### config.mk
export PLATFORM = sky130hd
export DESIGN_NAME = booth_r4_mult
export DESIGN_NICKNAME = d
export VERILOG_FILES = /design/src/rtl/booth_pkg.sv /design/src/rtl/booth_recoder.sv /design/src/rtl/booth_row_gen.sv /design/src/rtl/booth_csa3.sv /design/src/rtl/booth_csa_tree.sv /design/src/rtl/booth_r4_mult.sv
export SDC_FILE = /design/constraint.sdc
export NUM_CORES = 1
export LEC_CHECK = 0
export ABC_AREA = 1
export CAP_MARGIN = 40
export CORE_MARGIN = 5
export CORE_UTILIZATION = 50
export CTS_CLUSTER_DIAMETER = 80
export DETAILED_ROUTE_END_ITERATION = 8
export GPL_ROUTABILITY_DRIVEN = 0
export PLACE_DENSITY_LB_ADDON = 0.2
export SYNTH_ARGS = -nofsm -noshare
export SYNTH_HDL_FRONTEND = slang
export SYNTH_SLANG_ARGS = --single-unit
### constraint.sdc
create_clock -name clk -period 14.1 [get_ports clk]
set_input_delay 3.525 -clock clk [delete_from_list [all_inputs] [get_ports clk]]
set_output_delay 3.525 -clock clk [all_outputs]
set_load 0.01 [all_outputs]
### src/rtl/booth_pkg.sv
package booth_pkg;

    // One radix-4 digit: sign, magnitude one, magnitude two.
    typedef struct packed {
        logic neg;
        logic one;
        logic two;
    } booth_digit_t;

    // Recode one overlapping group {upper, middle, lower} into a digit.
    function automatic booth_digit_t recode_group(input logic [2:0] grp);
        booth_digit_t d;
        d = '0;
        unique case (grp)
            3'b000: d = '{neg: 1'b0, one: 1'b0, two: 1'b0};
            3'b001,
            3'b010: d = '{neg: 1'b0, one: 1'b1, two: 1'b0};
            3'b011: d = '{neg: 1'b0, one: 1'b0, two: 1'b1};
            3'b100: d = '{neg: 1'b1, one: 1'b0, two: 1'b1};
            3'b101,
            3'b110: d = '{neg: 1'b1, one: 1'b1, two: 1'b0};
            default: d = '{neg: 1'b1, one: 1'b0, two: 1'b0};
        endcase
        return d;
    endfunction

endpackage

### src/rtl/booth_recoder.sv
module booth_recoder
    import booth_pkg::*;
#(
    parameter int N = 16
) (
    input  logic [N-1:0]                mplier,
    output booth_digit_t [N/2-1:0]      digits
);
    localparam int NDIG = N / 2;

    // Multiplier with the implicit zero below its LSB.
    logic [N:0] ext;
    assign ext = {mplier, 1'b0};

    for (genvar k = 0; k < NDIG; k++) begin : g_digit
        assign digits[k] = recode_group(ext[2*k +: 3]);
    end

endmodule

### src/rtl/booth_row_gen.sv
module booth_row_gen
    import booth_pkg::*;
#(
    parameter int N   = 16,
    parameter int ROW = 0
) (
    input  logic [N-1:0]   mcand,
    input  booth_digit_t   dig,
    output logic [2*N-1:0] row,
    output logic           sgn
);
    localparam int W  = 2 * N;
    localparam int SH = 2 * ROW;

    logic [N:0] mag;
    logic [N:0] pp;
    logic       e;

    // Select 0, M or 2M in N+1 bits.
    always_comb begin
        if (dig.two)      mag = {mcand, 1'b0};
        else if (dig.one) mag = {mcand[N-1], mcand};
        else              mag = '0;
    end

    // Ones' complement for negative digits; the +1 goes to the sign row.
    assign pp  = dig.neg ? ~mag : mag;
    assign e   = pp[N];
    assign sgn = dig.neg;

    if (ROW == 0) begin : g_first
        // First row: sign, sign, inverted sign above the body.
        always_comb begin
            row          = '0;
            row[N-1:0]   = pp[N-1:0];
            row[N]       = e;
            row[N+1]     = e;
            row[N+2]     = ~e;
        end
    end else begin : g_later
        // Later rows: inverted sign, then a constant one above it.
        always_comb begin
            row               = '0;
            row[SH +: N]      = pp[N-1:0];
            row[SH + N]       = ~e;
            if (SH + N + 1 < W) row[SH + N + 1] = 1'b1;
        end
    end

endmodule

### src/rtl/booth_csa3.sv
module booth_csa3 #(
    parameter int W = 32
) (
    input  logic [W-1:0] x,
    input  logic [W-1:0] y,
    input  logic [W-1:0] z,
    output logic [W-1:0] s,
    output logic [W-1:0] c
);
    logic [W-1:0] maj;

    assign s   = x ^ y ^ z;
    assign maj = (x & y) | (x & z) | (y & z);
    assign c   = {maj[W-2:0], 1'b0};

endmodule

### src/rtl/booth_csa_tree.sv
module booth_csa_tree #(
    parameter int W    = 32,
    parameter int ROWS = 9
) (
    input  logic [ROWS-1:0][W-1:0] rows,
    output logic [W-1:0]           sum_vec,
    output logic [W-1:0]           car_vec
);
    localparam int STAGES = ROWS - 2;

    logic [STAGES:0][W-1:0] ss;
    logic [STAGES:0][W-1:0] cc;

    assign ss[0] = rows[0];
    assign cc[0] = rows[1];

    // Each stage folds one more row into the redundant pair.
    for (genvar k = 0; k < STAGES; k++) begin : g_stage
        booth_csa3 #(.W(W)) u_csa (
            .x (ss[k]),
            .y (cc[k]),
            .z (rows[k+2]),
            .s (ss[k+1]),
            .c (cc[k+1])
        );
    end

    assign sum_vec = ss[STAGES];
    assign car_vec = cc[STAGES];

endmodule

### src/rtl/booth_r4_mult.sv
module booth_r4_mult
    import booth_pkg::*;
#(
    parameter int N       = 16,
    parameter int OUT_REG = 1
) (
    input  logic           clk,
    input  logic           rst,
    input  logic [N-1:0]   mcand,
    input  logic [N-1:0]   mplier,
    output logic [2*N-1:0] product
);
    localparam int NDIG = N / 2;
    localparam int W    = 2 * N;
    localparam int ROWS = NDIG + 1;
    localparam logic [N-1:0] MINV   = {1'b1, {(N-1){1'b0}}};
    localparam logic [W-1:0] MINSQ  = {2'b01, {(W-2){1'b0}}};

    booth_digit_t [NDIG-1:0] digits;
    logic [ROWS-1:0][W-1:0]  rows;
    logic [NDIG-1:0]         sgn;
    logic [W-1:0]            sign_row;
    logic [W-1:0]            sum_vec;
    logic [W-1:0]            car_vec;
    logic [W-1:0]            prod_c;

    booth_recoder #(.N(N)) u_recoder (
        .mplier (mplier),
        .digits (digits)
    );

    for (genvar k = 0; k < NDIG; k++) begin : g_rows
        booth_row_gen #(.N(N), .ROW(k)) u_row (
            .mcand (mcand),
            .dig   (digits[k]),
            .row   (rows[k]),
            .sgn   (sgn[k])
        );
    end

    // Completion bits of negative rows, each at its row's lowest column.
    always_comb begin
        sign_row = '0;
        for (int k = 0; k < NDIG; k++) sign_row[2*k] = sgn[k];
    end
    assign rows[NDIG] = sign_row;

    booth_csa_tree #(.W(W), .ROWS(ROWS)) u_tree (
        .rows    (rows),
        .sum_vec (sum_vec),
        .car_vec (car_vec)
    );

    assign prod_c = sum_vec + car_vec;

    if (OUT_REG != 0) begin : g_reg
        logic [W-1:0] prod_q;
        always_ff @(posedge clk) begin
            if (rst) prod_q <= '0;
            else     prod_q <= prod_c;
        end
        assign product = prod_q;

        p_zero_operand_r4: assert property (@(posedge clk) disable iff (rst)
            (!$past(rst) && ($past(mcand) == '0 || $past(mplier) == '0)) |-> product == '0);
        p_sign_r5: assert property (@(posedge clk) disable iff (rst)
            (!$past(rst) && $past(mcand) != '0 && $past(mplier) != '0)
                |-> product[W-1] == ($past(mcand[N-1]) ^ $past(mplier[N-1])));
        p_no_overflow_r3: assert property (@(posedge clk) disable iff (rst)
            (!$past(rst) && $past(mcand) == MINV && $past(mplier) == MINV) |-> product == MINSQ);
        p_unit_mult_r6: assert property (@(posedge clk) disable iff (rst)
            (!$past(rst) && $past(mplier) == N'(1))
                |-> product == {{N{$past(mcand[N-1])}}, $past(mcand)});
        p_reset_clear_r8: assert property (@(posedge clk) disable iff (rst)
            $fell(rst) |-> product == '0);
    end else begin : g_comb
        assign product = prod_c;

        p_zero_operand_r4: assert property (@(posedge clk) disable iff (rst)
            (mcand == '0 || mplier == '0) |-> product == '0);
        p_sign_r5: assert property (@(posedge clk) disable iff (rst)
            (mcand != '0 && mplier != '0) |-> product[W-1] == (mcand[N-1] ^ mplier[N-1]));
        p_no_overflow_r3: assert property (@(posedge clk) disable iff (rst)
            (mcand == MINV && mplier == MINV) |-> product == MINSQ);
        p_unit_mult_r6: assert property (@(posedge clk) disable iff (rst)
            (mplier == N'(1)) |-> product == {{N{mcand[N-1]}}, mcand});
    end

endmodule

== Yosys cells after proc, flatten, opt, wreduce, memory -nomap -nowiden ==
Cells that the tools add are included.

* Flip-flop bits (word level): 32
* Latch bits: 0
* RAM bits: 0
* Memory bits (read-only): 0
* Output and inout bits: 32
* Logic and storage cells: 166
* Memories kept: 0

* Add/subtract/negate cells: 1
* $mul: 0
* Div/mod/pow operators: 0
* Magnitude comparators: 0
* Equal/unequal tests: 45
* Shift operators: 0
* Multiplexer cells: 32
* Bitwise gates (word level): 65
* Reduce and logical (&&, ||, !) cells: 22

{| class="wikitable"
|+ Operator list
! operator !! number
|-
| 17-bit two-way mux || 24
|-
| 31-bit OR || 11
|-
| 31-bit AND || 7
|-
| 32-bit bitwise XOR || 6
|-
| 17-bit NOT || 8
|-
| 3-bit case mux with 5 select lines || 7
|-
| 3-bit == test (second input constant) || 21
|-
| 31-bit by 15-bit AND with 31-bit output || 2
|-
| 31-bit by 26-bit AND with 31-bit output || 2
|-
| 31-bit by 28-bit AND with 31-bit output || 2
|-
| 31-bit by 30-bit AND with 31-bit output || 2
|-
| 3-bit by 2-bit == test with 1-bit output (second input constant) || 14
|-
| 32-bit adder || 1
|-
| 32-bit by 15-bit bitwise XOR with 32-bit output || 1
|-
| 32-bit by 24-bit bitwise XOR with 32-bit output || 1
|-
| 32-bit by 26-bit bitwise XOR with 32-bit output || 1
|-
| 32-bit by 28-bit bitwise XOR with 32-bit output || 1
|-
| 32-bit by 30-bit bitwise XOR with 32-bit output || 1
|-
| 31-bit by 23-bit AND with 31-bit output || 1
|-
| 31-bit by 24-bit AND with 31-bit output || 1
|-
| 31-bit by 24-bit OR with 31-bit output || 1
|-
| 2-bit OR reduction || 14
|-
| 23-bit by 24-bit AND with 24-bit output || 1
|-
| 3-bit zero test || 8
|-
| 13 further kinds || 27
|}

== Logic depth before layout (Yosys ltp) ==
Gate-level depths: netlist of run 1.

* Depth in word-level cells: 30
* Depth in mapped cells: 32
* Gate-level depth less buffers: 30

== Hierarchy ==
From an unflattened synthesis of run 1, not the netlist that was laid out.

* Cell total of the unflattened synthesis: 1,974
* Area total of the unflattened synthesis: 13,810.7 um^2

{| class="wikitable"
|+ By module, submodules not included
! module !! times used !! cells an instance !! area an instance (um^2)
|-
| booth_row_gen at g_rows[1].u_row ... || 7 || 131 || 696.9
|-
| booth_csa3 || 7 || 42 || 666.9
|-
| booth_r4_mult || 1 || 568 || 3,278.1
|-
| booth_row_gen at g_rows[0].u_row || 1 || 132 || 720.7
|-
| booth_recoder || 1 || 63 || 265.3
|}

== Worst setup path before layout of run 1 ==
OpenSTA, ideal clock, no wires.

* Path kind: input port to flip-flop
* Start: input mplier[5]
* End: register g_reg.prod_q[31], in the netlist product[31]
* Arrival: 8.947 ns
* Required time: 13.985 ns
* Setup slack: 5.038 ns
* Cell stages on the path: 27
* Cells stage by stage: buf_4 -> inv_2 -> nand2_1 -> o21ai_2 -> buf_4 -> o22ai_1 -> xor2_1 -> fa_1 -> inv_1 -> fa_1 -> fa_1 -> fa_1 -> inv_1 -> fa_1 -> inv_1 -> fa_1 -> fa_1 -> inv_1 -> ha_1 -> nand2_1 -> nor2_2 -> and2_1 -> nand2_1 -> nand2_2 -> nand2_1 -> a21oi_1 -> nor2_1

* Longest elaborated chain between the ends: 30
* Elaborated cells on any way between the ends: 78

{| class="wikitable"
|+ RTL lines
! element !! RTL line !! source
|-
| start: declaration || booth_r4_mult.sv:10 || <nowiki>input logic [N-1:0] mplier,</nowiki>
|-
| 3-bit == test, or another cell as far along || booth_pkg.sv:14 || <nowiki>unique case (grp)</nowiki>
|-
| 2-bit OR reduction || booth_pkg.sv:14 ||
|-
| 3-bit case mux with 5 select lines || booth_pkg.sv:14 ||
|-
| 17-bit two-way mux || booth_row_gen.sv:22 || <nowiki>else if (dig.one) mag = {mcand[N-1], mcand};</nowiki>
|-
| 17-bit two-way mux || booth_row_gen.sv:21 || <nowiki>if (dig.two) mag = {mcand, 1'b0};</nowiki>
|-
| 17-bit NOT || booth_row_gen.sv:27 || <nowiki>assign pp = dig.neg ? ~mag : mag;</nowiki>
|-
| 17-bit two-way mux || booth_row_gen.sv:27 ||
|-
| 1-bit NOT || booth_row_gen.sv:45 || <nowiki>row[SH + N] = ~e;</nowiki>
|-
| [10 not listed] || n/a ||
|-
| 31-bit OR (2 in a row) || booth_csa3.sv:13 || <nowiki>assign maj = (x & y) | (x & z) | (y & z);</nowiki>
|-
| 31-bit AND || booth_csa3.sv:13 ||
|-
| 31-bit OR (2 in a row) || booth_csa3.sv:13 ||
|-
| 31-bit AND || booth_csa3.sv:13 ||
|-
| 31-bit OR (2 in a row) || booth_csa3.sv:13 ||
|-
| 31-bit AND || booth_csa3.sv:13 ||
|-
| 31-bit OR (2 in a row) || booth_csa3.sv:13 ||
|-
| 32-bit adder (*) || booth_r4_mult.sv:54 || <nowiki>assign prod_c = sum_vec + car_vec;</nowiki>
|-
| end signal: assignment || booth_r4_mult.sv:60 || <nowiki>else prod_q <= prod_c;</nowiki>
|-
| end: declaration || booth_r4_mult.sv:57 || <nowiki>logic [W-1:0] prod_q;</nowiki>
|}

Mark *: on every way between the ends. The rest lies on a longest branch, timed or not.
A chain may end at the register's enable or synchronous reset.

== Worst setup path in the final report of run 1 ==
* Start: input mplier[1]
* End: register g_reg.prod_q[24], in the netlist product[24]

* Longest elaborated chain between the ends: 29
* Elaborated cells on any way between the ends: 75

{| class="wikitable"
|+ RTL lines
! element !! RTL line
|-
| 3-bit == test, or another cell as far along || booth_pkg.sv:14
|-
| 2-bit OR reduction || booth_pkg.sv:14
|-
| 3-bit case mux with 5 select lines || booth_pkg.sv:14
|-
| 17-bit two-way mux || booth_row_gen.sv:22
|-
| 17-bit two-way mux || booth_row_gen.sv:21
|-
| 17-bit NOT || booth_row_gen.sv:27
|-
| 17-bit two-way mux || booth_row_gen.sv:27
|-
| 19-bit by 20-bit AND with 20-bit output / 1-bit NOT (equally long branches) || booth_csa3.sv:13, booth_row_gen.sv:45
|-
| [13 not listed] || n/a
|-
| 31-bit OR / 32-bit by 30-bit bitwise XOR with 32-bit output (equally long branches) || booth_csa3.sv:13, booth_csa3.sv:12
|-
| 31-bit AND / 31-bit OR (equally long branches) || booth_csa3.sv:13
|-
| 31-bit OR, or another cell as far along || booth_csa3.sv:13
|-
| 31-bit OR / 32-bit bitwise XOR (equally long branches) || booth_csa3.sv:13, booth_csa3.sv:12
|-
| 31-bit AND, or another cell as far along || booth_csa3.sv:13
|-
| 31-bit OR / 32-bit bitwise XOR (equally long branches) || booth_csa3.sv:13, booth_csa3.sv:12
|-
| 31-bit OR / 32-bit by 15-bit bitwise XOR with 32-bit output (equally long branches) || booth_csa3.sv:13, booth_csa3.sv:12
|-
| 32-bit adder (*) || booth_r4_mult.sv:54
|}

Marked as above.

==> impl_metrics.yaml, run 1 <==
route:
  drc: 0
  finalWirelength_um: 21000
  drtAntennaViolNets: 0
  vias: 7367
  first_pass_iters: 5
  drtIter0Drc: 402
  wl_per_cell_um: 15.0
  viasPerCell: 5.27
layout:
  regArea_sq_um: 641
  largest_register_ffs: 32
  antenna_cells: 0
  num-nets-final: 1382
  fillerInstances: 1646
  syn_to_final_growth_pct: 9.45
  drive_gt1_frac: 0.0543
  multi_input_area_sq_mm: 0.00664
global_routing:
  grt_antenna_before_repair: 0
  grt_pass1_vias: 7178
  grt_max_degree: 28
  grt_first_pass_wirelength_um: 35600
  grt-ovfl-total: 0
  track_usage: 0.216
synthesis:
  synth_nets: 1365
  synth_top_area_cell: "fa_1"
  ys.flop_type: "dfxtp_1"
  async_flop_share: 0
  yosys.area.top_type_share: 0.223
  synthTopCellsByCount: "220 x nand2_1, 208 x inv_1, 113 x xor2_1"
  ys_warn_count: 0
  synth-edff-count: 0
  syn_inst: 1160
  synth.yosys.seq_area_share: 0.0759
  ys_ff_latch: 32
  synth_area_per_cell_sq_um: 7.28
  synth.area.top_cells: "fa_1 22%, xor2_1 12%, ha_1 11%"
  synth.distinct_cells: 36
  syn_area_sq_mm: 0.00844
  synth.most_common_cell: "nand2_1"
clock_tree:
  htree_levels: 2
  post_cts.repair.setup_buffers: 0
  cts_root_buf: "clkbuf_16"
  clockBufferDepth: 2
  cts_resized: 0
  postCtsHoldBufs: 0
  cts_buffers: 5
  cts_sinks: 32
  cts_tree: "done"
  clk_pin_slew_ns: 0.06
critical_path:
  crit_path_frequent_cell: "fa_1"
  cp_slowest_stage_delay_ns: 1.02
  endpoint_kind: "register"
  cp.required_ns: 14.27
  cp.arrival_ns: 10.36
  path_class: "in2reg"
  crit_path_top_delay_cell: "clkdlybuf4s50_1"
  start_kind: "input pin"
  crit_family: "adder cells"
  crit_buf_inv: 6
  crit_fanout: 27
floorplan:
  die_w_um: 140
  die_h_um: 140
  start_util: 0.509
  rows: 47
  core_area_sq_mm: 0.0166
  io_pins: 66
  dieArea_sq_mm: 0.0196
timing:
  rsz0062_at_grt: "no"
  tightest_slew_ns: 0.838
  setup_tns_ns: 0
  slew_violations: 0
  fin_crit_sh: 0.723
  max_freq_mhz: 98.1
  setup_viol_count_final: 0
  finalHoldViolCount: 0
  holdWs_ns: 3.99
  finalCriticalPeriod_ns: 10.20
  relSlewSlack: 0.439
place:
  dp.final_hpwl_um: 17700
  io_buffers: 65
run:
  drv_cap: 0
outcome:
  status: "completed"
hold_path:
  hp-class: "in2reg"
## worst paths after layout
kind	endpoint	depth (start not counted)	startpoint
worst max-delay path	product[24]	26	mplier[1]
worst min-delay path	product[2]	2	rst
## through the flow
stage                     setup slack, ns  area [sq um]  utilization  std cells
final                                3.90          9240        0.557       1398
after floorplan                      5.04          8440            -       1160
after CTS                            3.93          9240        0.557       1398
after global placement               3.59          9050        0.546       1388
after detailed placement             3.64          9080        0.547       1390
after global routing                 3.40          9240        0.557       1398
## per-layer routing
metal | GRT usage | up-vias | wire (um)
met5 | 0 | - | 0
met4 | 0.0627 | 0 | 490
met3 | 0.0222 | 27 | 951
met2 | 0.368 | 201 | 10000
met1 | 0.292 | 3438 | 9520
li1 | - | 3701 | -
## area by class of cell
cell class	count	area share
Inverter	220	0.0896
Timing Repair Buffer	69	0.0753
Multi-Input combinational cell	849	0.718
Tap cell	220	0.0298
Clock buffer	6	0.0139
Clock inverter	2	0.00379
Sequential cell	32	0.0693
## layout by cell type, fill, tap and decap left out, types with 5 or more instances in the layout
cell type        netlist  routed
nand2_1              220     220
inv_1                208     208
xor2_1               113     113
fa_1                  94      94
o22ai_1               90      90
nor2_1                84      84
ha_1                  77      77
clkdlybuf4s50_1        0      65
a21oi_1               36      36
dfxtp_1               32      32
o21ai_0               30      30
nand3_1               30      30
o22ai_2               15      15
nand2_2               12      12
o211ai_1              10      10
inv_2                  9       9
nor2_2                 8       8
a211oi_1               7       7
o21ai_2                6       6
clkbuf_16              0       5
## cells by family after synthesis
group / synth area share
and+or+nand+nor: 0.174
buffers and inverters: 0.138
AOI/OAI and AO/OA: 0.157
adders and majority gates: 0.337
xor gates and xnor gates: 0.118
DFF: 0.0759
Power of run 1 is not shown: default switching activity piles up to over one toggle a cycle in this logic, so the estimate is an artifact.
==> inputs of run 2 (changes only) <==
==> constraint.sdc (replaced) <==
create_clock -name clk -period 10.6 [get_ports clk]
set_input_delay 2.65 -clock clk [delete_from_list [all_inputs] [get_ports clk]]
set_output_delay 2.65 -clock clk [all_outputs]
set_load 0.01 [all_outputs]
==> run 2 against run 1 <==
Compared with the run above: sequential cell count unchanged; non-clock buffer count increased by 1; setup slack got worse by 2.5 ns; sequential share of layout area about the same.
==> impl_metrics.yaml, run 2 (synthesis gave the netlist of run 1 again) <==
layout:
  fillerInstances: 1657
  syn_to_final_growth_pct: 9.63
  num-nets-final: 1383
  layout_common_cells: "220 x nand2_1, 208 x inv_1, 113 x xor2_1"
  final_common_cell: "nand2_1"
  drive_gt1_frac: 0.0560
  largest_register_ffs: 32
  antenna_cells: 0
critical_path:
  crit_fanout: 17
  path_class: "in2reg"
  endpoint_kind: "register"
  start_kind: "input pin"
  cp.required_ns: 10.77
  cp.arrival_ns: 9.32
timing:
  slew_violations: 0
  rsz0062_at_grt: "no"
  max_freq_mhz: 109
  relSlewSlack: 0.482
  setup_viol_count_final: 0
  holdWs_ns: 3.12
  setup_tns_ns: 0
  tightest_slew_ns: 0.772
  finalHoldViolCount: 0
  fin_crit_sh: 0.863
  finalCriticalPeriod_ns: 9.15
route:
  first_pass_iters: 5
  finalWirelength_um: 20800
  drtAntennaViolNets: 0
  vias: 7348
  drc: 0
  viasPerCell: 5.25
  drtIter0Drc: 392
  wl_per_cell_um: 14.8
clock_tree:
  clk_pin_slew_ns: 0.06
  cts_buffers: 5
  cts_sinks: 32
  clockBufferDepth: 2
  htree_levels: 2
  cts_tree: "done"
  cts_resized: 0
  post_cts.repair.setup_buffers: 0
  postCtsHoldBufs: 0
  cts_root_buf: "clkbuf_16"
global_routing:
  track_usage: 0.212
  grt_antenna_before_repair: 0
  grt-ovfl-total: 0
  grt_first_pass_wirelength_um: 34800
  grt_use_met3: 0.0187
  grt_max_degree: 28
  grt_pass1_vias: 7068
  grt_use_met2: 0.357
  top_usage_layer: "met2"
  grtUsageMet1: 0.291
outcome:
  status: "completed"
floorplan:
  core_area_sq_mm: 0.0166
  start_util: 0.509
  die_w_um: 140
  io_pins: 66
  die_h_um: 140
  rows: 47
  dieArea_sq_mm: 0.0196
place:
  dp.final_hpwl_um: 17500
  io_buffers: 65
run:
  drv_cap: 0
hold_path:
  hp-class: "in2reg"
run 2: cell count changes in the layout (fill, tap and decap cells not counted):
cell / change
buf_4: +2
buf_6: +1
buf_8: -2
clkbuf_1: -1
clkbuf_8: +2
clkinv_2: -1
run 2: area by class of cell:
class / instances / area (sq um) / share of cell area
well taps: 220 / 275 / 0.0297
multi-input cells: 849 / 6640 / 0.717
repair buffers: 70 / 692 / 0.0747
inverters: 220 / 828 / 0.0895
clock inverters: 1 / 30.0 / 0.00324
clock buffers: 7 / 153 / 0.0165
flip-flops and latches: 32 / 641 / 0.0692
run 2: metrics by stage:
step                       util  setup slack (ns)  area, sq um  instances
after detailed placement  0.547              1.23         9070       1391
after global routing      0.558              1.09         9260       1399
after floorplan               -              2.41         8440       1160
after global placement    0.546              1.32         9060       1390
after CTS                 0.558              1.51         9260       1399
final                     0.558              1.45         9260       1399
run 2: worst max-delay path, cell delays in order:
cell and delay [ns]:
clkdlybuf4s50_1 0.45, buf_4 0.28, inv_2 0.14, o21ai_2 0.57, o22ai_1 0.19, xor2_1 0.20, fa_1 0.54, inv_1 0.05
fa_1 0.49, fa_1 0.43, fa_1 0.49, inv_1 0.05, fa_1 0.47, inv_1 0.05, fa_1 0.46, fa_1 0.51
inv_1 0.04, ha_1 0.36, nand2_1 0.11, nor2_2 0.15, and2_1 0.15, nand2_1 0.06, nand2_2 0.11, nand2_1 0.08
a21oi_1 0.16, nor2_1 0.06
run 2: worst paths after layout:
kind      start           to  slack (ns)  cells past startpoint
max   mplier[5]  product[31]        1.45                     26
min         rst   product[1]        3.12                      2
run 2: per-layer routing:
layer  vias up  wire [um]
met2       186       9690
li1       3709          -
met5         -          0
met3        33        933
met1      3420       9550
met4         0        579
Power of run 2 is left out for the same reason.
==> inputs of run 3 (changes only) <==
--- a/config.mk
+++ b/config.mk
@@ -13,6 +13,7 @@
 export DETAILED_ROUTE_END_ITERATION = 8
 export GPL_ROUTABILITY_DRIVEN = 0
 export PLACE_DENSITY_LB_ADDON = 0.2
+export RECOVER_POWER = 25
 export SYNTH_ARGS = -nofsm -noshare
 export SYNTH_HDL_FRONTEND = slang
 export SYNTH_SLANG_ARGS = --single-unit
==> run 3 against run 2 <==
Compared with the run above: cell count stayed put; highest routed layer unchanged; sequential share of layout area stayed put; non-clock buffer count stayed put; wire length hardly changed; core utilization stayed put.
==> impl_metrics.yaml, run 3 (synthesis gave the netlist of run 1 again) <==
outcome:
  status: "completed"
global_routing:
  grt-ovfl-total: 0
  grt_max_degree: 28
  grt_antenna_before_repair: 0
  grt_first_pass_wirelength_um: 34800
  grt_pass1_vias: 7068
  track_usage: 0.212
route:
  drtIter0Drc: 392
  viasPerCell: 5.25
  drtAntennaViolNets: 0
  vias: 7351
  drc: 0
  first_pass_iters: 5
  wl_per_cell_um: 14.8
  finalWirelength_um: 20800
floorplan:
  core_area_sq_mm: 0.0166
  die_h_um: 140
  dieArea_sq_mm: 0.0196
  rows: 47
  start_util: 0.509
  die_w_um: 140
  io_pins: 66
timing:
  slew_violations: 0
  rsz0062_at_grt: "no"
  tightest_slew_ns: 0.772
  setup_viol_count_final: 0
  finalCriticalPeriod_ns: 9.15
  relSlewSlack: 0.482
  fin_crit_sh: 0.863
  finalHoldViolCount: 0
  setup_tns_ns: 0
  max_freq_mhz: 109
critical_path:
  cp.required_ns: 10.77
  crit_fanout: 17
  path_class: "in2reg"
  cp.arrival_ns: 9.32
  start_kind: "input pin"
  endpoint_kind: "register"
hold_path:
  min_path_cells: 2
  min_to: "product[1]"
  hp-class: "in2reg"
  worstHoldStart: "rst"
place:
  dp.final_hpwl_um: 17500
  io_buffers: 65
layout:
  multi_input_area_sq_mm: 0.00664
  largest_register_ffs: 32
  antenna_cells: 0
  final_common_cell: "nand2_1"
  drive_gt1_frac: 0.0560
  layout_common_cells: "220 x nand2_1, 208 x inv_1, 113 x xor2_1"
  fillerInstances: 1657
  syn_to_final_growth_pct: 9.63
  regArea_sq_um: 641
  num-nets-final: 1383
clock_tree:
  post_cts.repair.setup_buffers: 0
  postCtsHoldBufs: 0
  cts_resized: 0
  clk_pin_slew_ns: 0.06
  cts_sinks: 32
  cts_buffers: 5
  htree_levels: 2
  clockBufferDepth: 2
  cts_root_buf: "clkbuf_16"
  cts_tree: "done"
run:
  drv_cap: 0
## run 3: worst max-delay path by stage
| stage | start | endpoint | slack (ns) | cells past startpoint |
|---|---|---|---|---|
| 6_report | mplier[5] | product[31] | 1.45 | 26 |
| 4_1_cts | mplier[5] | product[24] | 1.51 | 27 |
| 2_1_floorplan | mplier[5] | product[31] | 2.41 | 27 |
| 5_1_grt | mplier[5] | product[28] | 1.09 | 27 |
| 3_5_place_dp | mplier[5] | product[24] | 1.23 | 27 |
| 3_3_place_gp | mplier[5] | product[31] | 1.32 | 26 |
## run 3: final cells by class
type | count | area share
Inverter | 220 | 0.0895
Clock buffer | 7 | 0.0165
Clock inverter | 1 | 0.00324
Tap cell | 220 | 0.0297
Sequential cell | 32 | 0.0692
Multi-Input combinational cell | 849 | 0.717
Timing Repair Buffer | 70 | 0.0747
## run 3: per-layer routing
| metal | GRT usage | up-vias | part of all wire |
|---|---|---|---|
| met4 | 0.0622 | 0 | 0.028 |
| met2 | 0.357 | 189 | 0.47 |
| li1 | - | 3709 | - |
| met5 | 0 | - | 0 |
| met1 | 0.291 | 3420 | 0.46 |
| met3 | 0.0187 | 33 | 0.045 |
## run 3: worst max-delay path, cell delays in order
cell and delay [ns]:
clkdlybuf4s50_1 0.45, buf_4 0.28, inv_2 0.14, o21ai_2 0.57, o22ai_1 0.19, xor2_1 0.20, fa_1 0.54, inv_1 0.05
fa_1 0.49, fa_1 0.43, fa_1 0.49, inv_1 0.05, fa_1 0.47, inv_1 0.05, fa_1 0.46, fa_1 0.51
inv_1 0.04, ha_1 0.36, nand2_1 0.11, nor2_2 0.15, and2_1 0.15, nand2_1 0.06, nand2_2 0.11, nand2_1 0.08
a21oi_1 0.16, nor2_1 0.06
## run 3: stage by stage
step	cell area, sq um	setup WS (ns)	hold WS [ns]	instances	util
2_1_floorplan	8440	2.41	2.72	1160	-
3_3_place_gp	9060	1.32	3.39	1390	0.546
3_5_place_dp	9070	1.23	3.39	1391	0.547
4_1_cts	9260	1.51	3.13	1399	0.558
5_1_grt	9260	1.09	3.15	1399	0.558
6_report	9260	1.45	3.12	1399	0.558
Power of run 3 is left out for the same reason.
